File: src/rtl/rwo_pkg.sv
package rwo_pkg;
  typedef enum logic [1:0] {
    OVR_IDLE      = 2'd0,
    OVR_FORCE_ON  = 2'd1,
    OVR_FORCE_OFF = 2'd2
  } ovr_state_t;

  localparam int unsigned LVL_W = 3;
  localparam int unsigned LVL_LOW   = 2;
  localparam int unsigned LVL_HIGH  = 1;
  localparam int unsigned LVL_CROSS = 0;
endpackage

File: src/rtl/rwo_sync.sv
module rwo_sync #(
  parameter int unsigned WIDTH  = 3,
  parameter int unsigned STAGES = 2
) (
  input  logic             clk,
  input  logic             rst_n,
  input  logic [WIDTH-1:0] d_in,
  output logic [WIDTH-1:0] q_out
);
  generate
    if (STAGES == 0) begin : g_bypass
      assign q_out = d_in;
    end else begin : g_chain
      logic [WIDTH-1:0] stage_q [STAGES];
      for (genvar s = 0; s < STAGES; s++) begin : g_stage
        if (s == 0) begin : g_first
          always_ff @(posedge clk or negedge rst_n) begin
            if (!rst_n) stage_q[s] <= '0;
            else        stage_q[s] <= d_in;
          end
        end else begin : g_next
          always_ff @(posedge clk or negedge rst_n) begin
            if (!rst_n) stage_q[s] <= '0;
            else        stage_q[s] <= stage_q[s-1];
          end
        end
      end
      assign q_out = stage_q[STAGES-1];
    end
  endgenerate
endmodule

File: src/rtl/rwo_sampler.sv
module rwo_sampler (
  input  logic low_s,
  input  logic high_s,
  input  logic cross_s,
  input  logic on_set,
  input  logic on_reset,
  output logic req_on,
  output logic req_off
);
  logic conflict;
  logic blocked;

  always_comb begin
    conflict = low_s & high_s;
    blocked  = conflict | cross_s;
    req_on   = on_reset & low_s  & ~blocked;
    req_off  = on_set   & high_s & ~blocked;
  end
endmodule

File: src/rtl/rwo_state.sv
module rwo_state
  import rwo_pkg::*;
(
  input  logic clk,
  input  logic rst_n,
  input  logic win_en,
  input  logic cross_s,
  input  logic req_on,
  input  logic req_off,
  output logic ovr_valid,
  output logic ovr_pwm
);
  ovr_state_t state_q, state_d;

  always_comb begin
    state_d = state_q;
    if (!win_en) begin
      state_d = OVR_IDLE;
    end else if (state_q != OVR_IDLE) begin
      if (cross_s) state_d = OVR_IDLE;
    end else if (req_on) begin
      state_d = OVR_FORCE_ON;
    end else if (req_off) begin
      state_d = OVR_FORCE_OFF;
    end
  end

  always_ff @(posedge clk or negedge rst_n) begin
    if (!rst_n) state_q <= OVR_IDLE;
    else        state_q <= state_d;
  end

  assign ovr_valid = (state_q != OVR_IDLE);
  assign ovr_pwm   = (state_q == OVR_FORCE_ON);
endmodule

File: src/rtl/ripple_window_override.sv
module ripple_window_override
  import rwo_pkg::*;
#(
  parameter int unsigned SYNC_STAGES = 2
) (
  input  logic clk,
  input  logic rst_n,
  input  logic win_en,
  input  logic cmp_low,
  input  logic cmp_high,
  input  logic ref_cross,
  input  logic on_set,
  input  logic on_reset,
  output logic ovr_valid,
  output logic ovr_pwm
);
  logic [LVL_W-1:0] lvl_raw, lvl_s;
  logic low_s, high_s, cross_s;
  logic req_on, req_off;

  always_comb begin
    lvl_raw            = '0;
    lvl_raw[LVL_LOW]   = cmp_low;
    lvl_raw[LVL_HIGH]  = cmp_high;
    lvl_raw[LVL_CROSS] = ref_cross;
  end

  rwo_sync #(.WIDTH(LVL_W), .STAGES(SYNC_STAGES)) u_sync (
    .clk   (clk),
    .rst_n (rst_n),
    .d_in  (lvl_raw),
    .q_out (lvl_s)
  );

  assign low_s   = lvl_s[LVL_LOW];
  assign high_s  = lvl_s[LVL_HIGH];
  assign cross_s = lvl_s[LVL_CROSS];

  rwo_sampler u_sampler (
    .low_s    (low_s),
    .high_s   (high_s),
    .cross_s  (cross_s),
    .on_set   (on_set),
    .on_reset (on_reset),
    .req_on   (req_on),
    .req_off  (req_off)
  );

  rwo_state u_state (
    .clk       (clk),
    .rst_n     (rst_n),
    .win_en    (win_en),
    .cross_s   (cross_s),
    .req_on    (req_on),
    .req_off   (req_off),
    .ovr_valid (ovr_valid),
    .ovr_pwm   (ovr_pwm)
  );
endmodule

File: config.mk
export PLATFORM = sky130hd
export DESIGN_NAME = ripple_window_override
export DESIGN_NICKNAME = d
export VERILOG_FILES = /design/src/rtl/rwo_pkg.sv /design/src/rtl/rwo_sync.sv /design/src/rtl/rwo_sampler.sv /design/src/rtl/rwo_state.sv /design/src/rtl/ripple_window_override.sv
export SDC_FILE = /design/constraint.sdc
export NUM_CORES = 1
export LEC_CHECK = 0
export BUFFER_PORTS_ARGS = -buffer_cell sky130_fd_sc_hd__buf_2
export CORE_AREA = 3 3 40 42
export DETAILED_ROUTE_END_ITERATION = 16
export DIE_AREA = 0 0 43 45
export SLEW_MARGIN = 0
export SYNTH_ARGS = -nofsm -noshare
export SYNTH_HDL_FRONTEND = slang
export SYNTH_HIERARCHICAL = 1
export SYNTH_SLANG_ARGS = --single-unit
File: constraint.sdc
create_clock -name clk -period 2.7 [get_ports clk]
set_input_delay 0.405 -clock clk [delete_from_list [all_inputs] [get_ports clk]]
set_output_delay 0.405 -clock clk [all_outputs]
set_load 0.05 [all_outputs]
==> run metrics <==
status=finished, final reports clean; DP Area=354.1 um^2; worst-skew pair later-pin latency=0.25 ns; Synth Net Count=29; global-route wire length before repair=807 um; worst hold path class=primary input to flip-flop; Post-Syn Area=312.8 um^2; Pre-antenna DRT Iters=2; final count of negative-setup-slack endpoints=0; IR drop worst, VDD=0.0002475 V; CTS resizes=0; vias in the first global route=224; actual slew at the worst max-slew pin=0.2488 ns; Pleak=0.1888 nW; WL/cell=10.50 um; syn_area_per_cell=14.90 um^2; setup ws final=1.120 ns; Yosys reg bits=8; R2R Path Start=u_sync/q_out[0]; final-report hold violation count=0; Synth area leader=dfrtp_1; DR iter-0 viols=2; Die Area=1935 um^2; CTS hold repair buffers=1; vias per inst=4.087; I/O Buffers=9; remaining antenna violation count=0; Final #Nets=41; pre-CTS setup slack=1.387 ns; launch point of the worst path=u_state/state_q[1]; finished layout cell area=386.6 um^2; Synth Area in Adders=0%; Synthesis Warnings=6; CP arrival=1.18 ns; top post-synthesis cells by area=dfrtp_1, and4bb_2, buf_4, nor4b_2, o21a_1; top cell type's share of synthesized area=64.00%; Compound-Gate Fraction of Synth Area=4.800%; via count=188; Seq/Total Area, Yosys=64.00%; IO Pins=10; routability cong.=0.6241; most frequent cells in the layout=buf_2, dfrtp_1, clkbuf_4; DRT Wirelength=483 um; Die Wd=43 um; largest family of logic cells by synthesized area=simple AND/OR/NAND/NOR gates; type of origin of the critical path=flip-flop; total power=0.2352 mW; Clock Skew=0.001090 ns; Diodes inserted=0; WS Path Type=flip-flop to primary output; Initial Util=24.34%; core area=1285 um^2; Final Critical Period=1.580 ns; Final Max Tran Viols=0; # Post-CTS Setup Buffers=0; CTS Buf Count=3; Post-Route Setup TNS=0 ns; CTS H-tree lvls=1; Global Route Usage Sum=6.150%; Worst-path clk slew=0.05 ns; maxcap violations=0; Sink Count=8; Pwr per Cell Area=608.2 nW/um^2; drc violations=0; Die Y=45 um; Synth Area in Simple Gates=24.00%; Max-slew headroom=83.53%; initial antenna violation count=0; commonest non-fill, non-tap cell in the layout=buf_2; # rows=13; mux cell area share after synthesis=0%; Fmax=0.6329 GHz; total congestion overflow=0; CP max FO=5; Synth cell types=9; crit path capture type=primary output; unrepaired setup endpoints after global routing=false; pin count of the biggest net entering global routing=9; CTS root buf=clkbuf_4; area grow syn2layout=23.60%; final period utilization=58.52%; layout cell share with drive strength beyond 1=54.84%; Synth Area in XOR/XNOR=0%; CTS tree=done; Longest Clk Path Bufs=2; Critical Path RT=2.30 ns; hold wc startpoint=ref_cross; Cells after Synth=21
==> cells in the mapped netlist <==
cell type and number:
nor2b_1 2, o21a_1 2, dfrtp_1 8, nor4b_2 1
buf_4 3, and4bb_2 2, and2b_2 1, nor3b_1 1
or2_2 1
==> per-stage QoR <==
stage	util (%)	std cells	hold slack (ns)
after floorplan	-	21	0.1094
after global placement	27.56	42	0.2449
after detailed placement	27.56	42	0.2509
after CTS	30.09	46	0.2518
after global routing	30.09	46	0.2466
final	30.09	46	0.2606
==> sequential cells by signal, indices dropped and copies added, names as in the netlist <==
register,cells
u_sync/g_chain.stage_q,3
u_sync/q_out,3
u_state/state_q,2
==> power breakdown <==
part / total (mW) / internal [mW] / leakage [nW] / switching (mW)
Clock: 0.0904 / 0.0508 / 0.0138 / 0.0396
Sequential: 0.128 / 0.125 / 0.0976 / 0.00272
Combinational: 0.0168 / 0.00841 / 0.0774 / 0.00842
Total: 0.235 / 0.184 / 0.189 / 0.0507
==> final timing paths <==
| path | end | slack (ns) | cells after the start |
|---|---|---|---|
| setup reg to reg | u_state/state_q[0] | 1.59 | 3 |
| setup / recovery | ovr_valid | 1.12 | 2 |
| hold / removal | u_sync/g_chain.stage_q[3] | 0.26 | 1 |
| max in group asynchronous | u_sync/g_chain.stage_q[5] | 2.03 | 2 |
| min in group asynchronous | u_sync/q_out[2] | 0.51 | 2 |
| hold reg to reg | u_sync/q_out[1] | 0.35 | 0 |
==> per-layer routing <==
layer  vias up  part of all wire (%)  track usage (%)
met1        89                    42            5.985
met2         9                    47            9.281
li1         90                     -                -
met4         0                     0            5.422
met5         -                     0                0
met3         0                    10            3.586
==> worst max-delay path, stage by stage, from the launching register on <==
cell	delay, ns
dfrtp_1	0.42
or2_2	0.30
buf_2	0.21
==> cells by family (layout without fill, tap and decap cells) <==
family	after synthesis	after routing
AOI/OAI and AO/OA	2	2
buffers and inverters	3	13
DFF	8	8
and+or+nand+nor	8	8
==> final cells by class <==
class / count / area (um^2)
fill: 134 / 898.4
sequential: 8 / 200.2
multi-input combinational: 10 / 90.09
timing repair buffer: 10 / 55.05
clock buffer: 3 / 22.52
tap: 15 / 18.77
Power figures use the tool's default switching activity.
